## src/rtl/ecu_pkg.sv

```systemverilog
package ecu_pkg;

  localparam logic [3:0] PAGE_CAP  = 4'h1;
  localparam logic [3:0] PAGE_MODE = 4'h3;
  localparam logic [3:0] PAGE_CFG  = 4'h5;

  localparam logic [3:0] CFG_CTRL  = 4'h0;
  localparam logic [3:0] CFG_IEN   = 4'h4;
  localparam logic [3:0] CFG_PEND  = 4'h8;
  localparam logic [3:0] CFG_ACK   = 4'hC;

  localparam int RUN_BIT = 10;
  localparam int PSC_LSB = 4;

  typedef enum logic [1:0] {
    EDGE_OFF  = 2'b00,
    EDGE_RISE = 2'b01,
    EDGE_FALL = 2'b10,
    EDGE_ANY  = 2'b11
  } edge_mode_e;

  // mode bit 0 arms rising, bit 1 arms falling
  function automatic logic edge_hit(input logic [1:0] mode,
                                    input logic rise, input logic fall);
    return (mode[0] & rise) | (mode[1] & fall);
  endfunction

  // channel i sits at bit i+1 of the flag-style words
  function automatic logic [31:0] place_flags(input logic [3:0] v);
    return {27'd0, v, 1'b0};
  endfunction

endpackage

```

## src/rtl/ecu_sync_edge.sv

```systemverilog
module ecu_sync_edge #(
  parameter int STAGES = 2
) (
  input  logic clk,
  input  logic rst_n,
  input  logic din,
  output logic rise,
  output logic fall
);
  logic [STAGES:0] sh;

  always_ff @(posedge clk or negedge rst_n) begin
    if (!rst_n) sh <= '0;
    else        sh <= {sh[STAGES-1:0], din};
  end

  assign rise = sh[STAGES-1] & ~sh[STAGES];
  assign fall = ~sh[STAGES-1] & sh[STAGES];
endmodule

```

## src/rtl/ecu_timebase.sv

```systemverilog
module ecu_timebase #(
  parameter int TS_W  = 32,
  parameter int PSC_W = 5
) (
  input  logic             clk,
  input  logic             rst_n,
  input  logic             run,
  input  logic [PSC_W-1:0] psc,
  output logic [TS_W-1:0]  stamp,
  output logic             tick
);
  logic [PSC_W-1:0] div;

  assign tick = run && (div == psc);

  always_ff @(posedge clk or negedge rst_n) begin
    if (!rst_n) begin
      div   <= '0;
      stamp <= '0;
    end else begin
      if (!run || tick) div <= '0;
      else              div <= div + PSC_W'(1);
      if (tick) stamp <= stamp + TS_W'(1);
    end
  end
endmodule

```

## src/rtl/ecu_chan.sv

```systemverilog
module ecu_chan
  import ecu_pkg::*;
#(
  parameter int TS_W = 32
) (
  input  logic            clk,
  input  logic            rst_n,
  input  logic            din,
  input  logic            run,
  input  logic            mode_we,
  input  logic [1:0]      mode_wdata,
  input  logic            ack,
  input  logic [TS_W-1:0] stamp,
  output logic [1:0]      mode,
  output logic [TS_W-1:0] cap,
  output logic            pend,
  output logic            event_o
);
  logic rise, fall;

  ecu_sync_edge #(.STAGES(2)) u_sync (
    .clk(clk), .rst_n(rst_n), .din(din), .rise(rise), .fall(fall)
  );

  assign event_o = run && edge_hit(mode, rise, fall);

  always_ff @(posedge clk or negedge rst_n) begin
    if (!rst_n) begin
      mode <= EDGE_OFF;
      cap  <= '0;
      pend <= 1'b0;
    end else begin
      if (mode_we) mode <= mode_wdata;
      if (event_o) cap <= stamp;
      if (event_o)  pend <= 1'b1;
      else if (ack) pend <= 1'b0;
    end
  end
endmodule

```

## src/rtl/edge_capture_unit.sv

```systemverilog
module edge_capture_unit
  import ecu_pkg::*;
#(
  parameter int NCH   = 4,
  parameter int TS_W  = 32,
  parameter int PSC_W = 5
) (
  input  logic           clk,
  input  logic           rst_n,
  input  logic [NCH-1:0] cap_in,
  input  logic [7:0]     reg_addr,
  input  logic           reg_we,
  input  logic [31:0]    reg_wdata,
  output logic [31:0]    reg_rdata,
  output logic           irq
);
  logic             cap_on;
  logic [PSC_W-1:0] psc;
  logic [NCH-1:0]   ien;
  logic [TS_W-1:0]  stamp;
  logic             tick;
  logic [NCH-1:0]   ev_vec, st_vec, ack_vec, mode_we_vec;
  logic [1:0]       mode_arr [NCH];
  logic [TS_W-1:0]  cap_arr  [NCH];
  logic             wdata_unused;

  wire [3:0] page = reg_addr[7:4];
  wire [3:0] slot = reg_addr[3:0];
  wire ctrl_we = reg_we && page == PAGE_CFG && slot == CFG_CTRL;
  wire ien_we  = reg_we && page == PAGE_CFG && slot == CFG_IEN;
  wire ack_we  = reg_we && page == PAGE_CFG && slot == CFG_ACK;

  assign wdata_unused = ^{reg_wdata[31:RUN_BIT+1], reg_addr[1:0]};

  always_ff @(posedge clk or negedge rst_n) begin
    if (!rst_n) begin
      cap_on <= 1'b0;
      psc    <= '0;
      ien    <= '0;
    end else begin
      if (ctrl_we) begin
        cap_on <= reg_wdata[RUN_BIT];
        psc    <= reg_wdata[PSC_LSB +: PSC_W];
      end
      if (ien_we) ien <= reg_wdata[NCH:1];
    end
  end

  ecu_timebase #(.TS_W(TS_W), .PSC_W(PSC_W)) u_tb (
    .clk(clk), .rst_n(rst_n), .run(cap_on), .psc(psc),
    .stamp(stamp), .tick(tick)
  );

  assign ack_vec = {NCH{ack_we}} & reg_wdata[NCH:1];

  for (genvar i = 0; i < NCH; i++) begin : g_ch
    assign mode_we_vec[i] = reg_we && page == PAGE_MODE && slot[3:2] == i[1:0];
    ecu_chan #(.TS_W(TS_W)) u_ch (
      .clk(clk), .rst_n(rst_n), .din(cap_in[i]), .run(cap_on),
      .mode_we(mode_we_vec[i]), .mode_wdata(reg_wdata[1:0]),
      .ack(ack_vec[i]), .stamp(stamp),
      .mode(mode_arr[i]), .cap(cap_arr[i]), .pend(st_vec[i]),
      .event_o(ev_vec[i])
    );
  end

  assign irq = |(st_vec & ien);

  always_comb begin
    reg_rdata = '0;
    unique case (page)
      PAGE_CAP: begin
        for (int i = 0; i < NCH; i++)
          if (slot[3:2] == i[1:0]) reg_rdata[TS_W-1:0] = cap_arr[i];
      end
      PAGE_MODE: begin
        for (int i = 0; i < NCH; i++)
          if (slot[3:2] == i[1:0]) reg_rdata[1:0] = mode_arr[i];
      end
      PAGE_CFG: begin
        unique case (slot)
          CFG_CTRL: begin
            reg_rdata[RUN_BIT]           = cap_on;
            reg_rdata[PSC_LSB +: PSC_W]  = psc;
          end
          CFG_IEN:  reg_rdata = place_flags(4'(ien));
          CFG_PEND: reg_rdata = place_flags(4'(st_vec));
          default:  reg_rdata = '0;
        endcase
      end
      default: reg_rdata = '0;
    endcase
  end
endmodule

```

## config.mk

```make
export PLATFORM = sky130hd
export DESIGN_NAME = edge_capture_unit
export DESIGN_NICKNAME = d
export VERILOG_FILES = /design/src/rtl/ecu_pkg.sv /design/src/rtl/ecu_sync_edge.sv /design/src/rtl/ecu_timebase.sv /design/src/rtl/ecu_chan.sv /design/src/rtl/edge_capture_unit.sv
export SDC_FILE = /design/constraint.sdc
export NUM_CORES = 1
export LEC_CHECK = 0
export BUFFER_PORTS_ARGS = -buffer_cell sky130_fd_sc_hd__buf_4
export CAP_MARGIN = 20
export CELL_PAD_IN_SITES_DETAIL_PLACEMENT = 0
export CELL_PAD_IN_SITES_GLOBAL_PLACEMENT = 1
export CORE_MARGIN = 8
export CORE_UTILIZATION = 53
export DETAILED_ROUTE_END_ITERATION = 12
export HOLD_SLACK_MARGIN = 0.05
export MAX_ROUTING_LAYER = met4
export PLACE_DENSITY_LB_ADDON = 0.1
export SKIP_LAST_GASP = 1
export SYNTH_ARGS = -nofsm -noshare
export SYNTH_HDL_FRONTEND = slang
export SYNTH_SLANG_ARGS = --single-unit
```

## constraint.sdc

```tcl
create_clock -name clk -period 5.2 [get_ports clk]
set_clock_uncertainty 0.05 [all_clocks]
set_input_delay 1.04 -clock clk [delete_from_list [all_inputs] [get_ports clk]]
set_output_delay 1.04 -clock clk [all_outputs]
set_load 0.05 [all_outputs]
```

==> results of run 1 <==
-- critical path, delay by kind of cell --
| family | cells | cell delay [ns] |
|---|---|---|
| and+or+nand+nor | 3 | 1.35 |
| AOI/OAI and AO/OA | 1 | 0.27 |
| buffers and inverters | 2 | 0.31 |
-- synthesized netlist by cell type, drive strengths merged (2+ instances only) --
cell | instances | area share
a22o | 9 | 0.0087
a22oi | 5 | 0.0041
and2 | 24 | 0.017
and3 | 3 | 0.0021
and4 | 4 | 0.0039
buf | 29 | 0.016
clkbuf | 16 | 0.0070
dfrtp | 199 | 0.55
ha | 2 | 0.0028
inv | 5 | 0.0021
mux2 | 147 | 0.18
mux2i | 3 | 0.0033
mux4 | 34 | 0.084
nand2 | 27 | 0.011
nand3 | 11 | 0.0061
nand3b | 5 | 0.0041
nand4 | 14 | 0.0096
nor2 | 11 | 0.0045
nor2b | 2 | 0.0014
nor3 | 13 | 0.0077
nor3b | 2 | 0.0017
nor4 | 17 | 0.020
o21ai | 5 | 0.0028
o2bb2ai | 3 | 0.0029
or3 | 2 | 0.0014
or4 | 3 | 0.0033
xnor2 | 9 | 0.0087
xor2 | 30 | 0.029
-- how the worst max path moves through the flow --
stage,startpoint,endpoint,cells after the start
after floorplan,reg_addr[2],reg_rdata[4],6
after global placement,reg_addr[1],reg_rdata[6],6
final,reg_addr[1],reg_rdata[10],6
after detailed placement,reg_addr[1],reg_rdata[10],6
after CTS,reg_addr[1],reg_rdata[10],6
after global routing,reg_addr[1],reg_rdata[10],6
-- routing by layer --
layer	global-route usage	vias up
met5	-	-
met3	0.0412	16
met1	0.231	2804
met2	0.311	71
li1	-	2401
met4	0.0541	0
-- flip-flops by register name (all words and copies together), names as in the netlist --
name	count
u_tb.stamp	32
ien	4
g_ch.u_ch.mode	8
u_tb.div	5
psc	5
g_ch.u_ch.pend	4
cap_on	1
g_ch.u_ch.u_sync.sh	12
g_ch.u_ch.cap	128
-- logic make-up after synthesis --
family | share of synthesized area
AOI/OAI and AO/OA | 0.0197
xor gates and xnor gates | 0.0376
adders and majority gates | 0.00276
buffers and inverters | 0.0252
DFF | 0.549
muxes | 0.270
and+or+nand+nor | 0.0962
-- power breakdown --
| part | total, mW | internal (mW) | leakage, nW | switching [mW] |
|---|---|---|---|---|
| clock | 1.28 | 0.713 | 0.282 | 0.569 |
| sequential | 1.62 | 1.58 | 2.74 | 0.0441 |
| combinational | 0.165 | 0.0653 | 1.97 | 0.0999 |
-- layout make-up --
class	count	share of cell area
clock buffer	22	0.0474
clock inverter	10	0.00930
inverter	5	0.00184
multi-input combinational	390	0.379
sequential	199	0.487
tap	225	0.0275
timing repair buffer	65	0.0483
==> metrics list, run 1 <==
* Depth of the worst register-to-register path: 4
* Vias: 5292
- 1st-pass router iterations: 4
- The design draws 3.07 mW.
- During synthesis, Yosys emitted a total of 0 warnings.
- Max_cap viols: 0
- For this run, the leading register cell type out of synthesis is sky130_fd_sc_hd__dfrtp_1.
* Synthesized netlist net count: 688
- For this run, design rule violations remaining after detail routing come to 0.
- Setup violations remaining at the end of the flow were counted as 0.
* Std-Cell Rows: 48
- Static timing analysis puts the maximum clock frequency at 247 MHz.
* Die outline area: 21600 sq um
- Post-CTS timing repair inserted 0 buffers for setup.
- Summing all non-filler instances in the final layout gives an area of 10200 sq um.
- Pin count of the biggest net entering global routing: 98
* Type of the worst setup path: input port to output port
- The number of hold violations in the final report was 0.
- Min-Delay Path Depth: 0
- Depth of the CTS H-tree: 4
- Launching point of the worst reg2reg path: cap_on
- Worst-case setup slack after placement: 1.13 ns
- The run finished with clean final reports.
* Top sig layer: met4
* First-pass GRT wire length: 31400 um
- Total power divided by cell area: 300 nW/um^2
- The top cell types in the final layout, fill and taps aside, are sky130_fd_sc_hd__dfrtp_1, sky130_fd_sc_hd__mux2_2, sky130_fd_sc_hd__buf_4.
- In this run, post-CTS repair resized a total of 0 instances.
- Die height: 147 um
- The tightest min-delay check is of the register to register type.
* Cts bufs inserted: 17
- Post-detailed-route count of antenna-violating nets: 0
- The number of antenna diodes in the final layout is 0.
* Synth cell types: 41
- The synthesized netlist occupies a cell area of 9080 sq um.
* Layout filler cell count: 1354
- Wire length on met1: 8340 um
- The initial antenna violation count was 0.
- The HPWL after detailed placement is 11900 um.
* Register area: 4980 sq um
* Fin nets: 727
- Unrepaired setup endpoints after global routing: false
* Maximum fanout count along the critical path: 5
* Area taken by multi-input logic gates: 3870 sq um
- The number of pins exceeding their max-slew limit in the final report was 0.
- Flop-to-flop setup slack: 2.87 ns
- The path with the worst hold slack has its endpoint at g_ch[2].u_ch.u_sync.sh[1].
- For this design, the slowest cell found on the critical path is sky130_fd_sc_hd__nor3_1.
- STA classifies the critical path startpoint as an input port.
- Final routed wire length divided by cell count: 20.4 um
* Hold bufs inserted after CTS: 0
- Worst setup margin: 1.14 ns
- At the pin with the least slew margin, the transition time is 0.910 ns.
- Stage delay of the slowest cell on the critical path: 0.69 ns
* Sequential cell area fraction in the yosys report: 0.549
* Clock Sink Count: 199
- The initial utilization of the core area, before any placement, comes to 0.534.
* Number of instances in the synthesized netlist: 639
- Proportion of register bits with asynchronous set or reset after synthesis: 1.00
- Using the TritonRoute via totals, the vias-per-cell ratio works out to 5.78.
- Count of routing violations after the opening detailed-route iteration: 229
- #FFs+latches synth: 199
* Routed wire length: 18700 um
- Min Hold Slack: 0.300 ns
- In this run, placement finished with an instance count of 884.
- For this run, the share of the core covered by cells in the final layout is 0.602.
- Ordered cell list for the critical path: buf_4, nor4b_1, nand3b_1, nor3_1, a22o_1, buf_4
- Cell Count, Final, Fillers Out: 916
- The clock passes through at most 2 buffers.
- Clock-pin transition on the worst setup and hold timing paths: 0.07 ns
- Counting flops with a built-in enable in the synthesized netlist gives 0.
* Root buffer selected by CTS: sky130_fd_sc_hd__clkbuf_16
- The die is 147 um wide.
* Reg-to-reg critical path endpoint: u_tb.stamp[31]
- Met2 wire len: 9570 um
- # port buffers: 57
- Total global routing overflow: 0
- Most frequent cell on the critical path: sky130_fd_sc_hd__buf_4
* Fraction of final layout cells with drive strength greater than 1: 0.423
- Most frequent standard cell in the layout excluding fill and tap cells: sky130_fd_sc_hd__dfrtp_1
- Number of global-route vias before repair: 5841
- Data on the critical path arrives at its endpoint at 2.97 ns.
- In the finished design, the share of the clock period the worst path needs comes to 0.780.
* Headroom to the max-slew limit: 0.393
* Synthesis-to-layout area growth: 12.6%
* Static leakage power: 4.99 nW
- Cell area after placement: 9650 sq um
- The worst hold path begins at g_ch[2].u_ch.u_sync.sh[0].
- Fin crit period: 4.06 ns
* Number of primary I/O pins: 80
- Maximum vdd drop: 0.000241 V
* Average footprint of a synthesized cell: 14.2 sq um
- Detail Route met3 WL: 551 um
- Worst-Skew Late Latency: 0.43 ns
- TritonCTS built the clock tree.
* Kind of capture point of the worst setup path: output port
- Routability-driven placement congestion ratio: 0.752
* Worst EP required: 4.11 ns
- Total Neg Setup Slack: 0 ns
* Overall fraction of global-route tracks in use: 0.189
* Core Box Area: 17000 sq um
Note: power is estimated with default switching activity, not from simulation.
==> run 2: changes to the inputs <==
- CORE_UTILIZATION: 53 -> 50
- clock period: 5.2 -> 4.1 ns (I/O delays scaled with it)
==> run 2 against run 1 <==
Compared with the run above: combinational power is 28% higher; non-clock buffer count is 3 higher; critical path type unchanged; first-iteration DRC count is 3.1% lower.
==> metrics list, run 2 (synthesized netlist as in run 1, its figures left out) <==
- Critical path startpoint category: input port
* Worst path bufs/invs: 3 (+1)
- The clock buffer count from CTS was 17 (unchanged).
- The number of optimization iterations in the first detailed-route pass came to 4 (unchanged).
- The total wire length is 19000 um (+1.6%).
- The number of instances in the placed design came to 891 (+0.79%).
- The via count came to 5308 (+0.30%).
* Fin crit period: 3.23 ns
* Stage delay of the slowest cell on the critical path: 0.52 ns (-0.17 ns)
- The number of clock sinks is 199 (unchanged).
* Pin count of the biggest net entering global routing: 114 (+16%)
* DRC Markers: 0 (unchanged)
- Number of flip-flops in the largest register: 128 (unchanged)
* Root buffer selected by CTS: sky130_fd_sc_hd__clkbuf_16
- Post-detailed-route count of antenna-violating nets: 0 (unchanged)
- The global-route track usage on met1 was 0.234 (+0.00235).
- CP top delay family: buffers and inverters
- The flow ran to the end, and the final reports show no timing, DRC or antenna violations.
- Most used cells in the layout excluding fill and tap cells: sky130_fd_sc_hd__dfrtp_1, sky130_fd_sc_hd__mux2_2, sky130_fd_sc_hd__buf_4
- The die footprint is 22700 sq um (+5.3%).
* Worst EP required: 3.23 ns (-0.88 ns)
- # port buffers: 57 (unchanged)
- Min Hold Slack: 0.309 ns (+0.00915 ns)
- Die height: 151 um (+2.6%)
* Met3 Usage GRT: 0.0340 (-0.00725)
- The number of hold-repair buffers added at the cts stage was 0 (unchanged).
* Worst-case setup slack after placement: 0.839 ns (-0.293 ns)
* Overall fraction of global-route tracks in use: 0.185 (-0.00347)
* Static leakage power: 5.02 nW (+0.54%)
- The post-CTS setup buffer count was 0 (unchanged).
- TritonCTS built the clock tree.
* # setup viols final: 0 (unchanged)
- Worst-Skew Late Latency: 0.44 ns (about the same)
- Part of the cycle the worst path needs: 0.787
- The power consumption was 3.92 mW (+28%).
* Maximum vdd drop: 0.000303 V (+26%)
- Depth of the CTS H-tree: 4 (unchanged)
* Routability-driven placement congestion ratio: 0.783 (+4.2%)
* Class of the tightest hold or removal check: register to register
* Max_cap viols: 0 (unchanged)
- Total power divided by cell area: 382 nW/um^2 (+27%)
- Final routed wire length divided by cell count: 20.6 um (+0.87%)
- Number of global-route vias before repair: 5729 (-1.9%)
* Initial Util: 0.507 (-0.0270)
- The relative slew slack came to 0.383 (-0.0103).
- On the critical path, the stage with the largest delay is an instance of sky130_fd_sc_hd__mux4_2.
- Antenna violations before repair: 0 (unchanged)
- The CTS clock-pin slew for the worst setup and hold paths came to 0.08 ns (about the same).
* Total Neg Setup Slack: 0 ns (unchanged)
- The violation count after the first detailed-routing iteration came to 222 (-3.1%).
* Max Clk Rate: 310 MHz
- Among the stages of the critical path, the cell type that occurs most often is sky130_fd_sc_hd__buf_4.
* Slew at the pin closest to its max-slew limit: 0.926 ns (+0.0155 ns)
* Register with the most flip-flops: g_ch.u_ch.cap
- Worst setup margin: 0.873 ns (-0.270 ns)
- Leaving out fill and tap cells, the most frequent cell in the layout is sky130_fd_sc_hd__dfrtp_1.
- The number of gates resized after CTS is 0 (unchanged).
- The die boundary width is 151 um (+2.6%).
* Regs by FF count: g_ch.u_ch.cap x128, u_tb.stamp x32, g_ch.u_ch.u_sync.sh x12
- The row count is 49 (+2.1%).
* Total global routing overflow: 0 (unchanged)
- Signal arrival time at the worst endpoint: 2.36 ns (-0.61 ns)
- Post-detailed-placement half-perimeter wirelength: 12000 um (+0.76%)
- Setup repair after global routing left no endpoint under its margin.
* Most utilized layer in the global route result: met2
- The fraction of layout instances using a drive strength above 1 was 0.427 (+0.00394).
- The antenna diode instance count was 0 (unchanged).
- Clock Tree Buf Depth: 2 (unchanged)
* Met2 routing resource usage after global routing: 0.300 (-0.0111)
- Drt via density: 5.75 (-0.46%)
* Cell Count, Final, Fillers Out: 923 (+0.76%)
* Number of primary I/O pins: 80 (unchanged)
- The global-route wire length before repair was 31500 um (+0.46%).
* Number of hold violations in the final report: 0 (unchanged)
- Kind of capture point of the worst setup path: output port
* Type of the worst setup path: input port to output port
* Synthesis-to-layout area growth: 13.3%
* Maximum fanout count along the critical path: 21 (+16)
- Core Box Area: 17900 sq um (+5.3%)
* Max-slew violations: 0 (unchanged)
- Fin nets: 730 (+0.41%)
* Ordered cell list for the critical path: buf_4, buf_4, mux4_2, a22o_1, buf_4
==> run 2: cell count changes in the layout (fill, tap and decap cells not counted) <==
| cell | before | now |
|---|---|---|
| sky130_fd_sc_hd__clkinv_4 | 3 | 7 |
| sky130_fd_sc_hd__clkbuf_8 | 5 | 2 |
| sky130_fd_sc_hd__buf_12 | 0 | 2 |
| sky130_fd_sc_hd__clkinv_2 | 3 | 1 |
| sky130_fd_sc_hd__inv_8 | 0 | 2 |
| sky130_fd_sc_hd__buf_4 | 64 | 65 |
| sky130_fd_sc_hd__clkbuf_1 | 1 | 0 |
| sky130_fd_sc_hd__clkinvlp_4 | 2 | 1 |
| sky130_fd_sc_hd__inv_6 | 1 | 2 |
==> run 2: worst reg2reg max path: stages (launching register included) <==
cell,delay (ns)
sky130_fd_sc_hd__dfrtp_1,0.74
sky130_fd_sc_hd__and3_1,0.35
sky130_fd_sc_hd__nand4_1,0.39
sky130_fd_sc_hd__nor4_1,0.56
sky130_fd_sc_hd__xor2_1,0.19
==> run 2: worst paths after layout <==
kind | slack [ns] | endpoint | start | cells past startpoint
setup reg to reg | 1.75 | u_tb.stamp[31] | cap_on | 4
min in group asynchronous | 0.44 | g_ch[1].u_ch.cap[25] | rst_n | 1
setup / recovery | 0.87 | reg_rdata[5] | reg_addr[2] | 5
max in group asynchronous | 2.62 | g_ch[3].u_ch.u_sync.sh[1] | rst_n | 2
hold / removal | 0.31 | g_ch[1].u_ch.u_sync.sh[1] | g_ch[1].u_ch.u_sync.sh[0] | 0
hold reg to reg | 0.31 | g_ch[1].u_ch.u_sync.sh[1] | g_ch[1].u_ch.u_sync.sh[0] | 0
==> run 2: final cells by class <==
class	count	area, sq um
timing repair buffer	68	542
multi-input combinational	390	3870
tap	229	287
clock inverter	14	144
sequential	199	4980
inverter	5	18.8
clock buffer	18	439
fill	1454	7620
==> run 2: routing by layer <==
metal	part of all wire	vias up	routed length, um
li1	-	2420	-
met1	0.45	2789	8490
met2	0.51	80	9710
met3	0.030	19	564
met4	0.012	0	236
met5	0	-	0
==> run 2: metrics by stage <==
stage                     utilization  instance area (sq um)
after detailed placement        0.542                   9700
after CTS                       0.574                  10300
after global routing            0.574                  10300
after global placement          0.542                   9700
final                           0.574                  10300
after floorplan                     -                   9080
==> run 2: power by group <==
part / leakage (nW) / switching, mW / internal (mW)
logic: 1.99 / 0.126 / 0.0860
registers: 2.74 / 0.0575 / 2.00
clock network: 0.285 / 0.780 / 0.872
==> run 3: changes to the inputs <==
- CORE_UTILIZATION: 50 -> 45
- clock period: 4.1 -> 2.8 ns (I/O delays scaled with it)
==> run 3 against run 2 <==
Compared with the run above: register-to-register slack got worse by 1.2 ns; utilization shrank 4.9 points; sequential share of layout area is 1.1 points lower; power rose by 52%; combinational power rose by 59%; sequential cell count unchanged; via count grew 0.68%; worst setup slack got worse by 0.74 ns; sequential power grew 46%; clock power increased by 58%; count of clock-buffer cells in the layout is the same; non-clock buffer count is 14 higher.
==> metrics list, run 3 (synthesized netlist as in run 1, its figures left out) <==
- The flow ran to the end, and the final reports show no timing, DRC or antenna violations.
* Total power divided by cell area: 566 nW/um^2 (+48%)
- Vias: 5344 (+0.68%)
* Antenna violations before repair: 0 (unchanged)
* Hold bufs inserted after CTS: 0 (unchanged)
- Die Span X: 158 um (+4.8%)
* Routability-driven placement congestion ratio: 0.802 (+2.3%)
* Total global routing overflow: 0 (unchanged)
- The filler cell count in the final layout is 1777 (+22%).
- Die height: 158 um (+4.8%)
* Slew at the pin closest to its max-slew limit: 0.648 ns (-0.278 ns)
* # setup viols final: 0 (unchanged)
- The HPWL reported at the end of detailed placement was 13300 um (+11%).
* Drt via density: 5.46 (-5.0%)
- Clock Sink Count: 199 (unchanged)
- The detail-routed net length per standard cell is 20.2 um (-1.9%).
* Min Hold Slack: 0.0442 ns (-0.265 ns)
- Die outline area: 25000 sq um (+9.9%)
- Maximum fanout count along the critical path: 23 (+9.5%)
- The data arrival time of the worst path came to 2.06 ns (-0.30 ns).
- The endpoint required time on the critical path was 2.19 ns (-1.04 ns).
- Clock-pin transition on the worst setup and hold timing paths: 0.07 ns (about the same)
- Buffer count from post-CTS setup fixing: 0 (unchanged)
* Critical path startpoint category: input port
* Routed wire length: 19800 um (+3.9%)
* Number of global-route vias before repair: 5856 (+2.2%)
* Type of the worst setup path: input port to output port
* Flop-to-flop setup slack: 0.55 ns (-1.20 ns)
- The path class of the tightest hold or removal check is input port to async pin.
- The top-level port count came to 80 (unchanged).
- Fin crit period: 2.67 ns
- The relative slew slack was 0.564 (+0.181).
* Register with the most flip-flops: g_ch.u_ch.cap
- The number of gates resized after CTS is 0 (unchanged).
* Final standard cell utilization of the core: 0.526 (-0.0488)
* Count of routing violations after the opening detailed-route iteration: 205 (-7.7%)
- Max Clk Rate: 375 MHz
- The cell area after layout is 10500 sq um (+2.4%).
* Clock Tree Buf Depth: 2 (unchanged)
- The number of optimization iterations in the first detailed-route pass was 5 (+1).
* Cts bufs inserted: 17 (unchanged)
- In the final layout, the registers with the most flip-flops are g_ch.u_ch.cap x128, u_tb.stamp x32, g_ch.u_ch.u_sync.sh x12.
- STA classifies the critical path endpoint as an output port.
- Static leakage power: 5.13 nW (+2.1%)
- In the layout the commonest cells are sky130_fd_sc_hd__dfrtp_1, sky130_fd_sc_hd__mux2_2, sky130_fd_sc_hd__buf_4.
- First-pass GRT wire length: 32400 um (+3.0%)
- The post-route antenna net violation count was 0 (unchanged).
* # port buffers: 57 (unchanged)
* Total power: 5.96 mW (+52%)
- CTS tree: yes
- Most frequent standard cell in the layout excluding fill and tap cells: sky130_fd_sc_hd__dfrtp_1
* Synthesis-to-layout area growth: 16.0%
* Part of the cycle the worst path needs: 0.952
- Total Neg Setup Slack: 0 ns (unchanged)
* Max_cap viols: 0 (unchanged)
* Number of hold violations in the final report: 0 (unchanged)
- The row count came to 52 (+6.1%).
- The final-stage net count came to 744 (+1.9%).
* Number of flip-flops in the largest register: 128 (unchanged)
- The worst ir drop on vdd came to 0.000413 V (+37%).
- DRC Markers: 0 (unchanged)
* Root buffer selected by CTS: sky130_fd_sc_hd__clkbuf_16
* Core Box Area: 20000 sq um (+12%)
- The largest net degree at the start of global routing is 56 (-51%).
- Depth of the CTS H-tree: 4 (unchanged)
* Fraction of final layout cells with drive strength greater than 1: 0.438 (+0.0113)
- Number of antenna repair diodes: 0 (unchanged)
- The clock network latency to the later pin of the worst-skew pair is 0.43 ns (about the same).
- The starting density of the core is 0.453 (-0.0541).
* Overall fraction of global-route tracks in use: 0.174 (-0.0109)
* Unrepaired setup endpoints after global routing: false
- The number of pins exceeding their max-slew limit in the final report came to 0 (unchanged).
- Cell area after placement: 9910 sq um (+2.1%)
==> run 3: power by group <==
part           switching (mW)  internal (mW)
Clock                    1.15           1.46
Combinational           0.194          0.143
Sequential             0.0751           2.93
Total                    1.42           4.54
==> run 3: per-stage QoR <==
step           setup slack [ns]  instances
5_1_grt                  0.0296        978
4_1_cts                   0.122        978
3_3_place_gp             0.0891        946
2_1_floorplan            0.0576        639
6_report                  0.134        978
3_5_place_dp              0.119        946
==> run 3: worst max-delay path, cell delays in order <==
cell and delay, ns:
sky130_fd_sc_hd__buf_4 0.37, sky130_fd_sc_hd__buf_4 0.23, sky130_fd_sc_hd__mux4_2 0.52, sky130_fd_sc_hd__o2bb2ai_1 0.17, sky130_fd_sc_hd__buf_4 0.21
==> run 3: layer usage <==
| metal | GRT usage | vias to the layer above | share of wire |
|---|---|---|---|
| li1 | - | 2447 | - |
| met1 | 0.217 | 2816 | 0.46 |
| met2 | 0.291 | 64 | 0.51 |
| met3 | 0.0273 | 17 | 0.022 |
| met4 | 0.0507 | 0 | 0.012 |
| met5 | - | - | 0 |
==> run 3: worst paths after layout <==
check	end	depth (start not counted)	startpoint
setup / recovery	reg_rdata[2]	5	reg_addr[2]
hold / removal	g_ch[3].u_ch.cap[25]	1	rst_n
setup reg to reg	u_tb.stamp[28]	4	u_tb.stamp[3]
hold reg to reg	g_ch[3].u_ch.u_sync.sh[1]	0	g_ch[3].u_ch.u_sync.sh[0]
max in group asynchronous	u_tb.stamp[19]	2	rst_n
min in group clk	g_ch[1].u_ch.u_sync.sh[0]	1	cap_in[1]
==> run 3: final cells by class <==
class | instances | area, sq um | share of cell area
Timing Repair Buffer | 82 | 697 | 0.0662
Tap cell | 270 | 338 | 0.0321
Inverter | 5 | 18.8 | 0.00178
Clock buffer | 18 | 439 | 0.0417
Sequential cell | 199 | 4980 | 0.473
Multi-Input combinational cell | 390 | 3870 | 0.368
Clock inverter | 14 | 186 | 0.0177
